===== config.mk =====
export PLATFORM = sky130hd
export DESIGN_NAME = lsm_useq
export DESIGN_NICKNAME = d
export VERILOG_FILES = /design/src/rtl/lsm_useq_pkg.sv /design/src/rtl/lsm_popcount.sv /design/src/rtl/lsm_lowbit.sv /design/src/rtl/lsm_useq.sv
export SDC_FILE = /design/constraint.sdc
export NUM_CORES = 1
export LEC_CHECK = 0
export ABC_CLOCK_PERIOD_IN_PS = 3000
export BUFFER_PORTS_ARGS = -buffer_cell sky130_fd_sc_hd__buf_2
export CELL_PAD_IN_SITES_DETAIL_PLACEMENT = 0
export CELL_PAD_IN_SITES_GLOBAL_PLACEMENT = 1
export CORE_UTILIZATION = 43
export CTS_CLUSTER_SIZE = 14
export DETAILED_ROUTE_END_ITERATION = 12
export HOLD_SLACK_MARGIN = 0.02
export PLACE_DENSITY_LB_ADDON = 0.1
export SLEW_MARGIN = 20
export SYNTH_ARGS = -nofsm -noshare
export SYNTH_HDL_FRONTEND = slang
export SYNTH_SLANG_ARGS = --single-unit

===== constraint.sdc =====
create_clock -name clk_i -period 3 [get_ports clk_i]
set_clock_uncertainty 0.1 [all_clocks]
set_input_delay 0.15 -clock clk_i [delete_from_list [all_inputs] [get_ports clk_i]]
set_output_delay 0.15 -clock clk_i [all_outputs]
set_load 0.02 [all_outputs]

===== src/rtl/lsm_useq_pkg.sv =====
package lsm_useq_pkg;
  typedef enum logic [2:0] {
    UOP_COPY  = 3'd0,
    UOP_LOAD  = 3'd1,
    UOP_STORE = 3'd2,
    UOP_WB_UP = 3'd3,
    UOP_WB_DN = 3'd4
  } uop_kind_e;

  typedef enum logic [1:0] {
    ST_IDLE,
    ST_COPY,
    ST_XFER,
    ST_WB
  } seq_state_e;
endpackage


===== src/rtl/lsm_popcount.sv =====
module lsm_popcount #(
  parameter int W  = 16,
  parameter int CW = $clog2(W + 1)
) (
  input  logic [W-1:0]  vec_i,
  output logic [CW-1:0] cnt_o
);
  always_comb begin
    cnt_o = '0;
    for (int i = 0; i < W; i++) cnt_o = cnt_o + CW'(vec_i[i]);
  end
endmodule


===== src/rtl/lsm_lowbit.sv =====
module lsm_lowbit #(
  parameter int W  = 16,
  parameter int IW = $clog2(W)
) (
  input  logic [W-1:0]  vec_i,
  output logic [IW-1:0] idx_o,
  output logic          any_o
);
  // scan downward so the lowest set bit wins
  always_comb begin
    idx_o = '0;
    for (int i = W - 1; i >= 0; i--) begin
      if (vec_i[i]) idx_o = IW'(i);
    end
    any_o = |vec_i;
  end
endmodule


===== src/rtl/lsm_useq.sv =====
module lsm_useq
  import lsm_useq_pkg::*;
#(
  parameter int LIST_W   = 16,
  parameter int USER_OFS = 32
) (
  input  logic                                  clk_i,
  input  logic                                  rst_ni,
  input  logic                                  in_valid_i,
  output logic                                  in_ready_o,
  input  logic [LIST_W-1:0]                     mask_i,
  input  logic [$clog2(LIST_W)-1:0]             base_i,
  input  logic                                  pre_i,
  input  logic                                  up_i,
  input  logic                                  user_i,
  input  logic                                  wb_i,
  input  logic                                  load_i,
  output logic                                  uop_valid_o,
  input  logic                                  uop_ready_i,
  output logic [2:0]                            uop_kind_o,
  output logic [$clog2(USER_OFS+LIST_W)-1:0]    uop_reg_o,
  output logic [$clog2(4*LIST_W+5)-1:0]         uop_off_o,
  output logic                                  uop_last_o
);
  localparam int BASE_W = $clog2(LIST_W);
  localparam int CNT_W  = $clog2(LIST_W + 1);
  localparam int IDX_W  = $clog2(USER_OFS + LIST_W);
  localparam int OFF_W  = $clog2(4 * LIST_W + 5);

  seq_state_e          state_q;
  logic [LIST_W-1:0]   mask_q;
  logic [BASE_W-1:0]   base_q;
  logic                up_q, user_q, wb_q, load_q;
  logic [CNT_W-1:0]    cnt_q;
  logic [OFF_W-1:0]    off_q;

  logic [CNT_W-1:0]    in_cnt;
  logic [BASE_W-1:0]   low_idx;
  logic                low_any;
  logic [LIST_W-1:0]   mask_clr;
  logic [OFF_W-1:0]    start_off, pre_add;
  logic                accept, fire, is_xfer;

  lsm_popcount #(.W(LIST_W), .CW(CNT_W)) u_popcount (
    .vec_i (mask_i),
    .cnt_o (in_cnt)
  );

  lsm_lowbit #(.W(LIST_W), .IW(BASE_W)) u_lowbit (
    .vec_i (mask_q),
    .idx_o (low_idx),
    .any_o (low_any)
  );

  assign in_ready_o = (state_q == ST_IDLE);
  assign accept     = in_valid_i && in_ready_o;
  assign fire       = uop_valid_o && uop_ready_i;
  assign mask_clr   = mask_q & (mask_q - LIST_W'(1));
  assign pre_add    = pre_i ? OFF_W'(4) : '0;
  // descending start wraps for an empty mask but is never issued then
  assign start_off  = up_i ? pre_add
                           : ((OFF_W'(in_cnt) << 2) - OFF_W'(4) + pre_add);

  always_ff @(posedge clk_i or negedge rst_ni) begin
    if (!rst_ni) begin
      state_q <= ST_IDLE;
      mask_q  <= '0;
      base_q  <= '0;
      up_q    <= 1'b0;
      user_q  <= 1'b0;
      wb_q    <= 1'b0;
      load_q  <= 1'b0;
      cnt_q   <= '0;
      off_q   <= '0;
    end else begin
      unique case (state_q)
        ST_IDLE: if (accept) begin
          mask_q  <= mask_i;
          base_q  <= base_i;
          up_q    <= up_i;
          user_q  <= user_i;
          wb_q    <= wb_i;
          load_q  <= load_i;
          cnt_q   <= in_cnt;
          off_q   <= start_off;
          state_q <= ST_COPY;
        end
        ST_COPY: if (fire) begin
          if (low_any)   state_q <= ST_XFER;
          else if (wb_q) state_q <= ST_WB;
          else           state_q <= ST_IDLE;
        end
        ST_XFER: if (fire) begin
          mask_q <= mask_clr;
          off_q  <= up_q ? off_q + OFF_W'(4) : off_q - OFF_W'(4);
          if (mask_clr == '0) state_q <= wb_q ? ST_WB : ST_IDLE;
        end
        ST_WB: if (fire) state_q <= ST_IDLE;
        default: state_q <= ST_IDLE;
      endcase
    end
  end

  always_comb begin
    uop_valid_o = (state_q != ST_IDLE);
    uop_kind_o  = UOP_COPY;
    uop_reg_o   = IDX_W'(base_q);
    uop_off_o   = '0;
    uop_last_o  = 1'b0;
    unique case (state_q)
      ST_COPY: uop_last_o = !low_any && !wb_q;
      ST_XFER: begin
        uop_kind_o = load_q ? UOP_LOAD : UOP_STORE;
        uop_reg_o  = IDX_W'(low_idx) + (user_q ? IDX_W'(USER_OFS) : '0);
        uop_off_o  = off_q;
        uop_last_o = (mask_clr == '0) && !wb_q;
      end
      ST_WB: begin
        uop_kind_o = up_q ? UOP_WB_UP : UOP_WB_DN;
        uop_off_o  = OFF_W'(cnt_q) << 2;
        uop_last_o = 1'b1;
      end
      default: ;
    endcase
  end

  assign is_xfer = (uop_kind_o == UOP_LOAD) || (uop_kind_o == UOP_STORE);

  AST_IDLE_EXCLUSIVE: assert property (@(posedge clk_i) disable iff (!rst_ni)
    in_ready_o |-> !uop_valid_o);
  AST_ACCEPT_COPY: assert property (@(posedge clk_i) disable iff (!rst_ni)
    accept |=> uop_valid_o && uop_kind_o == UOP_COPY && uop_off_o == '0);
  AST_STALL_HOLD: assert property (@(posedge clk_i) disable iff (!rst_ni)
    uop_valid_o && !uop_ready_i |=> uop_valid_o && $stable(uop_kind_o)
      && $stable(uop_reg_o) && $stable(uop_off_o) && $stable(uop_last_o));
  AST_LAST_IDLE: assert property (@(posedge clk_i) disable iff (!rst_ni)
    fire && uop_last_o |=> in_ready_o);
  AST_OFF_STEP: assert property (@(posedge clk_i) disable iff (!rst_ni)
    fire && is_xfer |=> !is_xfer ||
      uop_off_o == (up_q ? $past(uop_off_o) + OFF_W'(4)
                         : $past(uop_off_o) - OFF_W'(4)));
  AST_REG_ASCEND: assert property (@(posedge clk_i) disable iff (!rst_ni)
    fire && is_xfer |=> !is_xfer || uop_reg_o > $past(uop_reg_o));
  AST_WB_IS_LAST: assert property (@(posedge clk_i) disable iff (!rst_ni)
    (uop_kind_o == UOP_WB_UP || uop_kind_o == UOP_WB_DN) |-> uop_last_o);
  AST_LOWBIT_SET: assert property (@(posedge clk_i) disable iff (!rst_ni)
    state_q == ST_XFER |-> mask_q[low_idx]);
endmodule


Word-level counts from Yosys, hierarchy flattened --
Cells that the tools add are included.
Storage, ports and cells: register bits 38, input port bits 29, output and inout bits 19, word-level logic and storage cells 93
Operators by class: add/sub/neg operators 21, eq/ne operators 8, multiplexer cells 40, bitwise operators 1, reduce and logical (&&, ||, !) cells 14
Operator list (count):
- $add 5x1->5 | 14
- $mux 4 | 16
- $mux 16 | 2
- $pmux 16 s2 | 1
- $mux 7 | 4
- $pmux 7 s2 | 2
- $and 16x16->16 | 1
- $logic_not 16->1 | 1
- $mux 2 | 8
- $reduce_or 16->1 | 1
- $sub 16x1->16 const B | 1
- $sub 7x3->7 const B | 2
- $mux 6 | 2
- $ne 2x2->1 const B | 4
- $pmux 2 s4 | 1
- $add 7x3->7 | 1
- $add 7x3->7 const B | 1
- $add 4x6->6 | 1
- $mux 3 | 2
- $pmux 3 s2 | 1
- $reduce_and 5->1 | 1
- $eq 2x2->1 const B | 2
- $logic_and 1x1->1 | 4
- $reduce_bool 2->1 | 2
- other kinds (8) | 9

Depth between registers and ports, before layout --
Gate-level depths: netlist of run 1.
word-level depth 20, mapped depth 18

By module --
Synthesis of run 1 repeated with hierarchy kept, for this count alone.
Unflattened totals: cells, all modules 332, area total of the unflattened synthesis 2971.6 um^2
By module, submodules not included:
- lsm_useq | times used 1, cells each 251, area an instance 2387.3 um^2
- lsm_popcount | times used 1, cells each 47, area an instance 407.9 um^2
- lsm_lowbit | times used 1, cells each 34, area an instance 176.4 um^2

Worst setup path before layout of run 1 --
No wires, ideal clock.
kind input to register, from input mask_i[0], to register off_q[6], library setup time 0.101 ns, arrival 4.261 ns, path slack -1.462 ns, stages on the path 14, cells stage by stage ha_1 > inv_1 > fa_1 > fa_1 > fa_1 > fa_1 > fa_1 > fa_1 > xor2_1 > inv_1 > ha_1 > a21oi_1 > xor2_1 > o32ai_1
Between the ends: longest elaborated chain between the ends 20
Ends and longest elaborated chain:
- start, declared | line lsm_useq.sv:11 | input logic [LIST_W-1:0] mask_i,
- $add 1x1->2 | line lsm_popcount.sv:10 | for (int i = 0; i < W; i++) cnt_o = cnt_o + CW'(vec_i[i]);
- $add 5x1->5 (14 in a row) | line lsm_popcount.sv:10
- $sub 7x3->7 | line lsm_useq.sv:62 | : ((OFF_W'(in_cnt) << 2) - OFF_W'(4) + pre_add);
- $add 7x3->7 | line lsm_useq.sv:62
- $mux 7 | line lsm_useq.sv:61 | assign start_off = up_i ? pre_add
- $mux 7 | line lsm_useq.sv:77 | ST_IDLE: if (accept) begin
- $pmux 7 s2 | line lsm_useq.sv:76 | unique case (state_q)
- end signal, assigned | line lsm_useq.sv:85 | off_q <= start_off;
- end signal, assigned | line lsm_useq.sv:95 | off_q <= up_q ? off_q + OFF_W'(4) : off_q - OFF_W'(4);
- end, declared | line lsm_useq.sv:35 | logic [OFF_W-1:0] off_q;
Every way passes these cells. The select of a mux whose other input is x is not followed. A chain may end at the register's enable or synchronous reset.

Worst setup path after layout of run 1 --
Ends and elaborated chain as after synthesis.

==> results of run 1 <==
## state kept, by name, summed over array words and instances, names as in the netlist
| signal | flops |
|---|---|
| mask_q | 16 |
| cnt_q | 5 |
| off_q | 5 |
| base_q | 4 |
| state_q | 2 |
| load_q | 1 |
| up_q | 1 |
| user_q | 1 |
| wb_q | 1 |
## cells in the mapped netlist (3+ instances only)
master	instances
buf_4	3
mux2i_1	5
a21oi_1	14
buf_6	4
a22oi_1	7
clkbuf_1	13
inv_1	38
nor3b_1	3
o21ai_0	42
nand3_1	4
o211ai_1	4
nor2_1	20
nor3_1	7
o41ai_1	5
xnor2_1	4
dfrtp_1	36
ha_1	16
or4_1	3
fa_1	11
a22o_1	5
xor2_1	4
nand2_1	53
a211oi_1	3
nor2b_1	3
o22ai_1	7
## cell families after synthesis
group,count (synthesis),synth area share (%)
other cells,1,0.128
compound gates,102,22.1
fa+ha+maj,28,14.7
buf+inv,60,10.6
simple gates,105,16.8
xor+xnor,8,2.39
flops,36,30.8
mux,7,2.48
## critical path, delay by kind of cell
| family | cells | cell delay [ns] |
|---|---|---|
| AOI/OAI and AO/OA | 3 | 0.49 |
| adders and majority gates | 8 | 3.26 |
| buffers and inverters | 2 | 0.13 |
| and+or+nand+nor | 1 | 0.04 |
| xor gates and xnor gates | 1 | 0.14 |
## what timing repair did
item,CTS,global route
gates resized for setup,14,27
endpoints found under the setup margin,11,11
pin swaps,9,10
hold buffers,9,0
endpoints found under the hold margin,44,0
buffers inserted,3,5
cloned,0,1
## where the power goes
group	internal (mW)	switching [mW]	leakage (nW)
logic	1.61	1.69	1.35
registers	0.718	0.218	0.441
clock network	0.246	0.196	0.0541
## placed cells by master, fill, tap and decap left out, types with 3 or more instances in the layout
master	instances
nor2b_1	3
mux2i_1	5
o211ai_1	4
o22ai_1	7
buf_4	40
nand2_1	53
buf_2	41
xor2_1	3
fa_2	3
nor2_1	20
conb_1	3
o41ai_2	4
xnor2_1	4
o21ai_1	7
a21oi_2	3
inv_1	36
dfrtp_1	36
fa_1	8
dlygate4sd3_1	9
ha_4	4
nor3_1	5
or4_4	3
nand3_1	4
o21ai_0	30
a22oi_1	7
clkbuf_8	5
buf_6	7
ha_1	12
a21oi_1	11
o21ai_2	4
a22o_1	5
## layout make-up
cell class / count / share of cell area (%)
Clock buffer: 5 / 1.78
Clock inverter: 3 / 1.10
Inverter: 38 / 3.70
Multi-Input combinational cell: 254 / 49.7
Sequential cell: 36 / 23.4
Tap cell: 77 / 2.50
Timing Repair Buffer: 98 / 17.9
## worst max path at each step
stage	start	endpoint	cells past startpoint
after floorplan	mask_i[1]	off_q[4]	14
after CTS	mask_i[0]	off_q[4]	15
final	mask_i[0]	off_q[6]	15
after detailed placement	mask_i[0]	off_q[4]	15
after global routing	mask_i[0]	off_q[6]	17
after global placement	mask_i[0]	off_q[4]	15
## layer usage
metal,vias up,track usage (%),routed length [um]
met5,-,0,0
met4,0,6.47,157
met3,15,3.24,346
met2,65,36.8,3670
met1,1304,33.1,3840
li1,1375,-,-
## through the flow
step / area (um^2) / setup TNS (ns) / worst slack (ns) / hold slack, ns / util, %
after floorplan: 2980 / -7.78 / -1.28 / -0.246 / -
after CTS: 3680 / -6.83 / -1.11 / 0.0503 / 57.1
after detailed placement: 3410 / -10.92 / -1.55 / 0.207 / 52.8
after global placement: 3410 / -10.65 / -1.50 / 0.205 / 52.8
final: 3860 / -6.96 / -1.13 / 0.0622 / 59.7
after global routing: 3860 / -8.15 / -1.28 / 0.0672 / 59.7
==> flow_metrics.tcl, run 1 <==
set metrics [dict create \
    status "complete, but fails checks" \
    violations "design-rule violations, negative setup slack" \
    syn_to_final_growth_pct 31.9 \
    reg2reg_from "mask_q[5]" \
    wire_per_inst_um 15.7 \
    cts_tree "built" \
    avgSynthCellArea_um2 8.43 \
    clock_path_buffers 2 \
    holdCritStartpoint "mask_i[10]" \
    grt_pass1_wl_um 13000 \
    synth.cell_area_um2 2930 \
    first_global_vias 2629 \
    end_kind "flop" \
    relSlewSlack_pct 42.9 \
    start_kind "input pin" \
    crit_arrival_ns 4.23 \
    synth-seq-area-share_pct 30.8 \
    start_util_pct 45.3 \
    worst_r2r_endpoint "state_q[0]" \
    cpMaxStageDelayCell "fa_2" \
    required_ns 3.10 \
    max_stage_delay_ns 0.60 \
    fp.dieH_um 84.5 \
    num_vias 2759 \
    slew_viol_final 0 \
    grt_use_total_pct 23.2 \
    cts_buffers 5 \
    hold_path_class "input pin to flop" \
    p_leak_nw 1.85 \
    ff2ff_path_depth 8 \
    port_buffers 44 \
    clk_pin_slew_ns 0.08 \
    via_per_inst 5.40 \
    die_area_um2 7140 \
    worst_slew_pin_slew_ns 0.857 \
    nFillCells 637 \
    dp_cells 485 \
    yosys-top-cells-area "dfrtp_1, fa_1, o21ai_0" \
    period_share_pct 138 \
    multi_input_area_um2 1920 \
    layout-drive-gt1-share_pct 31.1 \
    die_width_um 84.5 \
    hold_viol 0 \
    antenna_cells 0 \
    root_buffer "clkbuf_8" \
    grt_overflow 0 \
    finalWorstSetupSlack_ns -1.13 \
    htree_levels 2 \
    stdcell_count 511 \
    seq_area_um2 901 \
    cap_violations 0 \
    layout.nets 489 \
    clkSinkCount 36 \
    netlist_instances 347 \
    io_pins 48 \
    yosys_register_bits 36 \
    setup-violations-final 10 \
    placeableCoreArea_um2 6460 \
    rows 29 \
    dp.final_hpwl_um 5740 \
    power_density_nw_per_um2 1210 \
    min_path_cells 4 \
    final.min_clock_period_ns 4.13 \
    dr.pass1.iters 8 \
    drc 3 \
    gp_congestion 0.788 \
    dr.first_iter.drc_count 143 \
    synth_flop_cell "dfrtp_1" \
    power.total_mw 4.67 \
    grt_max_degree 37 \
    ir_drop_mv 0.670 \
    drtAntennaViolNets 0 \
    hold_end "mask_q[10]" \
    clk_latency_ns 0.30 \
    antenna_found_initial 0 \
    synthArstFlopShare_pct 100 \
    synth_edf_count 0 \
    ys_warn_count 0 \
    rsz0062_at_grt "true" \
    max_freq_ghz 0.242 \
    crit_path_max_fanout 3 \
    wirelength_um 8020 \
    reg2reg_slack_ns 0.20 \
    synth_top_area_share_pct 30.8 \
    worstSetupPathType "input pin to flop" \
    ys_types 51 \
    yosys.area.top_type "dfrtp_1" \
    cp_cell_sequence "buf_8, ha_4, inv_2, fa_1, fa_1, fa_2, fa_1, fa_2, fa_2, ha_4, nor2_1, o21ai_1, a21oi_2, xor2_1, o32ai_1" \
]
No activity file was read; power rests on OpenSTA's default activity.
==> run 2, diff against run 1 <==
--- a/config.mk
+++ b/config.mk
@@ -13,7 +13,7 @@
 export CTS_CLUSTER_SIZE = 14
 export DETAILED_ROUTE_END_ITERATION = 12
 export HOLD_SLACK_MARGIN = 0.02
-export PLACE_DENSITY_LB_ADDON = 0.1
+export PLACE_DENSITY = 0.92
 export SLEW_MARGIN = 20
 export SYNTH_ARGS = -nofsm -noshare
 export SYNTH_HDL_FRONTEND = slang
==> flow_metrics.tcl, run 2 (same netlist as run 1, synthesis figures left out) <==
set metrics [dict create \
    status "complete, but fails checks" \
    violations "design-rule violations, negative setup slack" \
    dp.final_hpwl_um 5510 \
    cpMostUsedCell "fa_1" \
    die_width_um 84.5 \
    layout-drive-gt1-share_pct 28.2 \
    wirelength_um 7730 \
    cpMaxStageDelayCell "fa_2" \
    rows 29 \
    final_cell_mix "nand2_1, buf_2, inv_1" \
    drc 8 \
    start_util_pct 45.3 \
    placeableCoreArea_um2 6460 \
    crit_arrival_ns 4.26 \
    cp_cell_sequence "buf_8, ha_4, inv_2, fa_1, fa_1, fa_1, fa_1, fa_2, fa_2, ha_4, nor2_1, o21ai_1, a21oi_2, xor2_1, o32ai_1" \
    cts_tree "built" \
    hold_path_class "input pin to flop" \
    start_kind "input pin" \
    holdCritStartpoint "mask_i[10]" \
    final_common_cell "nand2_1" \
    required_ns 3.10 \
    dr.first_iter.drc_count 278 \
    htree_levels 2 \
    clock_path_buffers 2 \
    reg2reg_from "mask_q[7]" \
    crit_path_max_fanout 3 \
    relSlewSlack_pct 45.2 \
    power_density_nw_per_um2 1200 \
    gp_congestion 0.850 \
    end_kind "flop" \
    rsz0062_at_grt "true" \
    setup-violations-final 10 \
    max_stage_delay_ns 0.63 \
    critPathLaunch "mask_i[1]" \
    grt_use_total_pct 21.7 \
    hold_viol 0 \
    stdcell_count 502 \
    die_area_um2 7140 \
    grt_max_degree 37 \
    layout.nets 480 \
    dr.pass1.iters 9 \
    wire_per_inst_um 15.4 \
    stdcell_area_um2 3720 \
    worstSetupPathType "input pin to flop" \
    postPlaceCellArea_um2 3360 \
    via_per_inst 5.61 \
    reg_top3 "mask_q: 16 flops, cnt_q: 5 flops, off_q: 5 flops" \
    clk_latency_ns 0.30 \
    clk_pin_slew_ns 0.08 \
    io_pins 48 \
    slew_viol_final 0 \
    finalWorstSetupSlack_ns -1.16 \
    grt_overflow 0 \
    antenna_cells 0 \
    cts_buffers 5 \
    post-route-util_pct 57.6 \
    num_vias 2816 \
    antenna_found_initial 0 \
    nFillCells 590 \
    ir_drop_mv 0.552 \
    dp_cells 478 \
    max_freq_ghz 0.240 \
    seq_area_um2 901 \
    drtAntennaViolNets 0 \
    syn_to_final_growth_pct 27.2 \
    largest_reg_flops 16 \
    period_share_pct 139 \
    fp.dieH_um 84.5 \
    first_global_vias 2502 \
    multi_input_area_um2 1880 \
    port_buffers 44 \
    p_leak_nw 1.79 \
    clkSinkCount 36 \
    largest_register "mask_q" \
    root_buffer "clkbuf_8" \
    final.min_clock_period_ns 4.16 \
    cap_violations 0 \
    grt_pass1_wl_um 12200 \
    worst_slew_pin_slew_ns 0.821 \
]
[run 2: cell count changes in the layout (fill, tap and decap cells not counted), sizes merged]
cell / previous run / this run
clkinv: 1 / 0
clkbuf: 5 / 7
buf: 89 / 81
bufinv: 1 / 0
dlygate4sd3: 9 / 8
[run 2: path summary, 6_finish.rpt]
kind,end,slack (ns),cells past startpoint
worst max-delay path,off_q[6],-1.16,15
worst min-delay path,mask_q[10],0.06,4
worst max register to register,state_q[0],0.07,8
worst min register to register,user_q,0.37,2
max in group asynchronous,base_q[1],1.89,2
min in group asynchronous,off_q[2],0.39,2
[run 2: through the flow]
| stage | hold slack, ns | TNS (ns) | power, mW | setup slack [ns] |
|---|---|---|---|---|
| 2_1_floorplan | -0.246 | -7.78 | 2.97 | -1.28 |
| 3_5_place_dp | 0.200 | -10.78 | 3.65 | -1.61 |
| 6_report | 0.0643 | -6.89 | 4.45 | -1.16 |
| 3_3_place_gp | 0.191 | -10.04 | 3.54 | -1.49 |
| 4_1_cts | 0.0518 | -6.62 | 4.15 | -1.12 |
| 5_1_grt | 0.0644 | -8.13 | 4.80 | -1.26 |
[run 2: report_power, final]
part	internal [mW]	switching [mW]
logic	1.47	1.66
clock network	0.187	0.187
registers	0.718	0.230
[run 2: metal layers]
layer,up-vias,routed length [um],global-route usage [%]
met5,-,0,0
met4,0,148,7.24
met3,16,461,3.24
met2,112,3590,33.8
met1,1337,3530,30.9
li1,1351,-,-
[run 2: repair_timing]
item                                   in CTS  in global routing
resized for setup                           6                 23
hold buffers                                8                  0
pin swaps                                   4                 14
buffers inserted                            4                  5
cloned                                      0                  1
endpoints found under the hold margin      43                  0
setup endpoints to repair                  11                 13
[run 2: cell type report]
cell class                      instances  share of cell area, %
Sequential cell                        36                   24.2
Tap cell                               77                   2.59
Multi-Input combinational cell        254                   50.6
Inverter                               38                   3.83
Clock inverter                          1                  0.202
Clock buffer                            7                   2.32
Timing Repair Buffer                   89                   16.3
[run 2: critical path: cells and delay by family]
family          cells  cell delay [ns]
fa+ha+maj           8             3.27
xor+xnor            1             0.14
simple gates        1             0.04
buf+inv             2             0.13
compound gates      3             0.52
